**config.mk**
```make
export PLATFORM = sky130hd
export DESIGN_NAME = a12IrqCounter
export DESIGN_NICKNAME = d
export VERILOG_FILES = /design/src/rtl/a12IrqPkg.sv /design/src/rtl/a12IrqCtrl.sv /design/src/rtl/a12IrqDatapath.sv /design/src/rtl/a12IrqCounter.sv
export SDC_FILE = /design/constraint.sdc
export NUM_CORES = 1
export LEC_CHECK = 0
export BUFFER_PORTS_ARGS = -buffer_cell sky130_fd_sc_hd__buf_4
export CORE_MARGIN = 2
export CORE_UTILIZATION = 27
export CTS_CLUSTER_DIAMETER = 50
export DETAILED_ROUTE_END_ITERATION = 8
export PLACE_DENSITY = 0.47
export REMOVE_ABC_BUFFERS = 1
export SYNTH_ARGS = -nofsm -noshare
export SYNTH_HDL_FRONTEND = slang
export SYNTH_SLANG_ARGS = --single-unit
```
**constraint.sdc**
```tcl
create_clock -name clk -period 5.1 [get_ports clk]
set_input_delay 1.02 -clock clk [delete_from_list [all_inputs] [get_ports clk]]
set_output_delay 1.02 -clock clk [all_outputs]
set_load 0.005 [all_outputs]
```
**src/rtl/a12IrqPkg.sv**
```systemverilog
package a12IrqPkg;
  typedef struct packed {
    logic wrReload;
    logic wrClear;
    logic wrDisable;
    logic wrEnable;
    logic a12Edge;
  } ctrlStrobes_t;
endpackage

```
**src/rtl/a12IrqCtrl.sv**
```systemverilog
module a12IrqCtrl
  import a12IrqPkg::*;
#(
  parameter int SYNC_STAGES = 2,
  parameter int LOW_MIN     = 3
) (
  input  logic         clk,
  input  logic         rstN,
  input  logic         regWrite,
  input  logic [2:0]   regAddrHi,
  input  logic         regAddrLo,
  input  logic         a12In,
  output ctrlStrobes_t strb
);
  localparam int LW = $clog2(LOW_MIN + 1);
  localparam logic [LW-1:0] LOW_LIM = LW'(LOW_MIN);
  localparam logic [2:0] PAGE_CNT = 3'b110;
  localparam logic [2:0] PAGE_IRQ = 3'b111;

  logic [SYNC_STAGES-1:0] syncQ;
  logic a12Sync, a12Prev;
  logic [LW-1:0] lowCnt;

  generate
    if (SYNC_STAGES == 1) begin : gSync1
      always_ff @(posedge clk) begin
        if (!rstN) syncQ <= '0;
        else       syncQ <= a12In;
      end
    end else begin : gSyncN
      always_ff @(posedge clk) begin
        if (!rstN) syncQ <= '0;
        else       syncQ <= {syncQ[SYNC_STAGES-2:0], a12In};
      end
    end
  endgenerate

  assign a12Sync = syncQ[SYNC_STAGES-1];

  always_ff @(posedge clk) begin
    if (!rstN) begin
      a12Prev <= 1'b0;
      lowCnt  <= '0;
    end else begin
      a12Prev <= a12Sync;
      if (a12Sync)               lowCnt <= '0;
      else if (lowCnt < LOW_LIM) lowCnt <= lowCnt + 1'b1;
    end
  end

  always_comb begin
    strb           = '0;
    strb.a12Edge   = a12Sync && !a12Prev && (lowCnt >= LOW_LIM);
    strb.wrReload  = regWrite && (regAddrHi == PAGE_CNT) && !regAddrLo;
    strb.wrClear   = regWrite && (regAddrHi == PAGE_CNT) &&  regAddrLo;
    strb.wrDisable = regWrite && (regAddrHi == PAGE_IRQ) && !regAddrLo;
    strb.wrEnable  = regWrite && (regAddrHi == PAGE_IRQ) &&  regAddrLo;
  end
endmodule

```
**src/rtl/a12IrqDatapath.sv**
```systemverilog
module a12IrqDatapath
  import a12IrqPkg::*;
#(
  parameter int CNT_W = 8
) (
  input  logic             clk,
  input  logic             rstN,
  input  ctrlStrobes_t     strb,
  input  logic [CNT_W-1:0] regData,
  input  logic             altMode,
  output logic [CNT_W-1:0] cnt,
  output logic             clrFlag,
  output logic             irqPend
);
  localparam logic [CNT_W-1:0] RELOAD_RST = '1;

  logic [CNT_W-1:0] reloadVal, nextCnt;
  logic irqEn, fire;

  always_comb begin
    nextCnt = ((cnt == '0) || clrFlag) ? reloadVal : cnt - 1'b1;
    fire    = strb.a12Edge && (nextCnt == '0) && irqEn &&
              (!altMode || (cnt != '0) || clrFlag);
  end

  always_ff @(posedge clk) begin
    if (!rstN) begin
      reloadVal <= RELOAD_RST;
      cnt       <= '0;
      clrFlag   <= 1'b0;
      irqEn     <= 1'b0;
      irqPend   <= 1'b0;
    end else begin
      if (strb.a12Edge) begin
        cnt     <= nextCnt;
        clrFlag <= 1'b0;
      end
      if (fire)          irqPend   <= 1'b1;
      if (strb.wrReload) reloadVal <= regData;
      if (strb.wrClear) begin
        cnt <= '0;
        if (altMode) clrFlag <= 1'b1;
      end
      if (strb.wrDisable) begin
        irqEn   <= 1'b0;
        irqPend <= 1'b0;
      end
      if (strb.wrEnable) irqEn <= 1'b1;
    end
  end
endmodule

```
**src/rtl/a12IrqCounter.sv**
```systemverilog
module a12IrqCounter
  import a12IrqPkg::*;
#(
  parameter int CNT_W       = 8,
  parameter int SYNC_STAGES = 2,
  parameter int LOW_MIN     = 3
) (
  input  logic             clk,
  input  logic             rstN,
  input  logic             regWrite,
  input  logic [2:0]       regAddrHi,
  input  logic             regAddrLo,
  input  logic [CNT_W-1:0] regData,
  input  logic             a12In,
  input  logic             altMode,
  output logic             irqN
);
  ctrlStrobes_t strb;
  logic [CNT_W-1:0] cnt;
  logic clrFlag, irqPend;

  a12IrqCtrl #(.SYNC_STAGES(SYNC_STAGES), .LOW_MIN(LOW_MIN)) ctrlU (
    .clk(clk), .rstN(rstN), .regWrite(regWrite), .regAddrHi(regAddrHi),
    .regAddrLo(regAddrLo), .a12In(a12In), .strb(strb)
  );

  a12IrqDatapath #(.CNT_W(CNT_W)) dpU (
    .clk(clk), .rstN(rstN), .strb(strb), .regData(regData),
    .altMode(altMode), .cnt(cnt), .clrFlag(clrFlag), .irqPend(irqPend)
  );

  assign irqN = !irqPend;
endmodule

```
==> run_results.csv <==
group,metric,value,unit
status,outcome,"finished, final reports clean",
layout,filler_cell_count,488,
clocking,cts.hold.buffers_added,0,
clocking,clock_tree.htree_level_count,1,
setup_path,cp_slowest_cell,"sky130_fd_sc_hd__dfxtp_1",
pwr,p_leak,0.570,nW
layout,antennaDiodeCount,0,
global_routing,grt_start_max_net_pins,16,
pwr,sequential_group_share_of_total_power,53.8,%
route,routed_wire_length_per_instance,13.0,um
global_routing,grt_first_pass_wirelength,5220,um
clocking,cts_max_path_buffers,2,
sta,min_period_over_period,37.6,%
synthesis,synth_top_area_cell,"sky130_fd_sc_hd__dfxtp_1",
global_routing,grt_antenna_before_repair,0,
setup_path,critPathArrivalTime,2.07,ns
synthesis,summed_instance_area_of_the_synthesized_netlist,0.00127,mm^2
floorplanning,die-area,0.00526,mm^2
setup_path,critical_path.reg2reg.startpoint,"dpU.cnt[0]",
min_path,hold-path-endpoint,"ctrlU.syncQ[1]",
sta,max_freq,522,MHz
sta,timing_hold_violations_final,0,
sta,fin_tns_setup,0,ns
pwr,power.share.clock,35.5,%
layout,syn_to_final_growth,17.4,%
setup_path,cpPeakStageDelay,0.38,ns
place,numPlacedInstances,215,
clocking,cts-root-buf,"sky130_fd_sc_hd__clkbuf_8",
clocking,cts-buffers-inserted,3,
clocking,numClockSinks,24,
route,route.final.wire_length,2840,um
setup_path,worstSetupStartpointType,"flop",
setup_path,critPathKind,"flop to flop",
synthesis,yosys_register_bits,24,
route,detailedRoute.firstPassIterationCount,4,
sta,finClkSkew,0.00331,ns
route,drc_errors,0,
setup_path,ff2ff_path_depth,7,
route,route.vias.total,1107,
synthesis,yosysTopAreaCellShare,37.9,%
sta,timing_worst_slew_pin_value,0.805,ns
flow_run,max_cap_violations,0,
global_routing,globalRouteOverflowTotal,0,
synthesis,yosysSeqAreaShare,37.9,%
synthesis,ys_top_cells_by_area,"sky130_fd_sc_hd__dfxtp_1, sky130_fd_sc_hd__nand2_1, sky130_fd_sc_hd__nor2_1, sky130_fd_sc_hd__nand3_1, sky130_fd_sc_hd__mux2_2",
floorplanning,design.portCount,18,
place,dpl.hpwl,2170,um
clocking,clk_pin_slew_worst_paths,0.08,ns
synthesis,number_of_enable_type_register_cells_in_the_synthesized_netlist,0,
synthesis,netlist_instances,151,
sta,grt_setup_unrepaired,"no",
pwr,cell_internal_pwr,282,uW
route,ant_nets_after_route,0,
pwr,power.switching,84.8,uW
global_routing,grtUsageTotal,12.3,%
sta,final_period_minus_worst_setup_slack,1.92,ns
setup_path,timing.rr.end,"dpU.cnt[2]",
floorplanning,rows,24,
clocking,worst_skew_pair.late_latency,0.27,ns
pwr,comb_power_share,10.7,%
layout,finish.net_count,188,
layout,final_layout_size_suffix_gt1_share,19.8,%
clocking,cts_tree,"done",
setup_path,timing.critical_path.cells,"inv_1 > ha_1 > nor4b_4 > a21oi_4 > mux2_2 > a22oi_1 > nor2_1",
setup_path,reg2reg_slack,3.18,ns
global_routing,grt_pass1_vias,1093,
layout,final_design_area_no_fill,0.00149,mm^2
synthesis,post_synth.cell_area_avg,8.40,um^2
min_path,hp-class,"flop to flop",
min_path,hold_depth,1,
route,avgViaCountPerCell,5.05,
place,io_buffer_count,17,
synthesis,synth_cell_types,45,
sta,count_of_endpoints_failing_setup_in_the_final_report,0,
clocking,postCtsResizedCells,0,
setup_path,critical_path_peak_fanout,9,
setup_path,timing.critical_path.to_type,"flop",
min_path,hold_path.startpoint,"ctrlU.syncQ[0]",
pwr,power.switching_fraction,23.1,%
synthesis,postSynth.topFlopCell,"sky130_fd_sc_hd__dfxtp_1",
floorplanning,start_util,28.5,%
floorplanning,core_area,0.00444,mm^2
synthesis,async_reset_ff_share,0,%
clocking,cts_setup_buffers,0,
setup_path,timing.critical_path.required,5.25,ns
floorplanning,die_y,72.6,um
sta,max_transition_viols_final,0,
synthesis,synth_warnings,0,
layout,final-instance-count-excl-fill,219,
pwr,final_total_pwr,367,uW
pwr,vdd_drop_max,0.000121,V
sta,max_slew_margin,45.9,%
place,place_congestion,0.738,
pwr,pwr_density_cell,247,mW/mm^2
floorplanning,floorplan.die.width,72.6,um
place,placed_area,0.00143,mm^2
route,drt_iter0_drc,47,
power by group through the flow:
stage	clock, mW	combinational, mW	sequential [mW]
4_1_cts	0.133	0.0399	0.198
6_report	0.130	0.0392	0.198
5_1_grt	0.140	0.0441	0.199
3_5_place_dp	0	0.0397	0.202
2_1_floorplan	0	0.0230	0.201
3_3_place_gp	0	0.0388	0.202
worst max path at each step:
stage | startpoint | endpoint | slack (ns) | cells after the start
floorplan | regAddrHi[1] | dpU.reloadVal[0] | 3.28 | 4
global placement | regAddrHi[1] | dpU.reloadVal[4] | 2.96 | 5
detailed placement | regAddrHi[1] | dpU.reloadVal[5] | 2.92 | 5
CTS | dpU.cnt[0] | dpU.cnt[5] | 3.19 | 7
global route | dpU.cnt[0] | dpU.cnt[7] | 3.01 | 7
finish | dpU.cnt[0] | dpU.cnt[2] | 3.18 | 7
cells in the final DEF, fill, tap and decap left out, drive strengths merged, types with 2 or more instances in the layout:
master and count:
nand2 25, dfxtp 24, buf 17, nor2 13
nand3 9, nor3 7, a21oi 7, o21ai 6
inv 4, mux2 4, clkbuf 4, and2 3
nor4 3, nor2b 3, a22oi 3, ha 3
nor4b 3, a211oi 3, nand2b 2, nand4 2
nand3b 2, or4 2, nor3b 2, o31ai 2
registers in the layout (all words and copies together) (netlist names):
signal and flops:
dpU.cnt 8, dpU.clrFlag 1, dpU.irqPend 1, dpU.irqEn 1
ctrlU.syncQ 2, ctrlU.lowCnt 2, dpU.reloadVal 8, ctrlU.a12Prev 1
Yosys cell counts, drive strengths merged, types with 2 or more instances:
cell and number:
nor4 3, nand2 25, nand4 2, nor2b 3, ha 3, buf 2, or4 2, nor2 13
dfxtp 24, nand3b 2, nor3b 2, and2 3, nor3 7, nand3 9, o31ai 2, nand2b 2
a21oi 7, o21ai 6, a211oi 3, a22oi 3, clkbuf 3, inv 4, nor4b 3, mux2 4
logic make-up (layout without fill, tap and decap cells):
group | count (synthesis) | in the layout | share of synthesized area (%)
AND/OR/NAND/NOR | 82 | 82 | 35.3
buffers and inverters | 9 | 25 | 3.35
multiplexers | 5 | 5 | 4.34
adder cells (fa/ha/maj) | 3 | 3 | 2.96
flip-flops | 24 | 24 | 37.9
AO/OA/AOI/OAI | 26 | 26 | 14.8
XOR/XNOR | 2 | 2 | 1.38
layout make-up:
type,count,area [um^2],share of cell area (%)
Clock buffer,4,55.1,3.70
Inverter,4,15.0,1.01
Multi-Input combinational cell,118,746,50.1
Sequential cell,24,480,32.3
Tap cell,52,65.1,4.37
Timing Repair Buffer,17,128,8.57
stage by stage:
step / hold slack [ns] / setup WS [ns] / util, %
floorplan: 0.412 / 3.28 / -
global placement: 0.417 / 2.96 / 32.3
detailed placement: 0.423 / 2.92 / 32.3
CTS: 0.443 / 3.19 / 33.5
global route: 0.454 / 3.01 / 33.5
finish: 0.437 / 3.18 / 33.5
per-layer routing:
layer / share of wire (%) / GRT usage, %
met1: 50 / 17.1
met2: 46 / 19.4
met3: 3.0 / 2.50
met4: 1.0 / 3.09
met5: 0 / 0
worst max-delay path, delay by kind of cell, from the launching register on:
kind                     cells  cell delay [ns]
multiplexers                 1             0.38
AND/OR/NAND/NOR              2             0.21
flip-flops                   1             0.38
adder cells (fa/ha/maj)      1             0.23
AO/OA/AOI/OAI                2             0.48
buffers and inverters        1             0.12
Power figures use the tool's default switching activity.
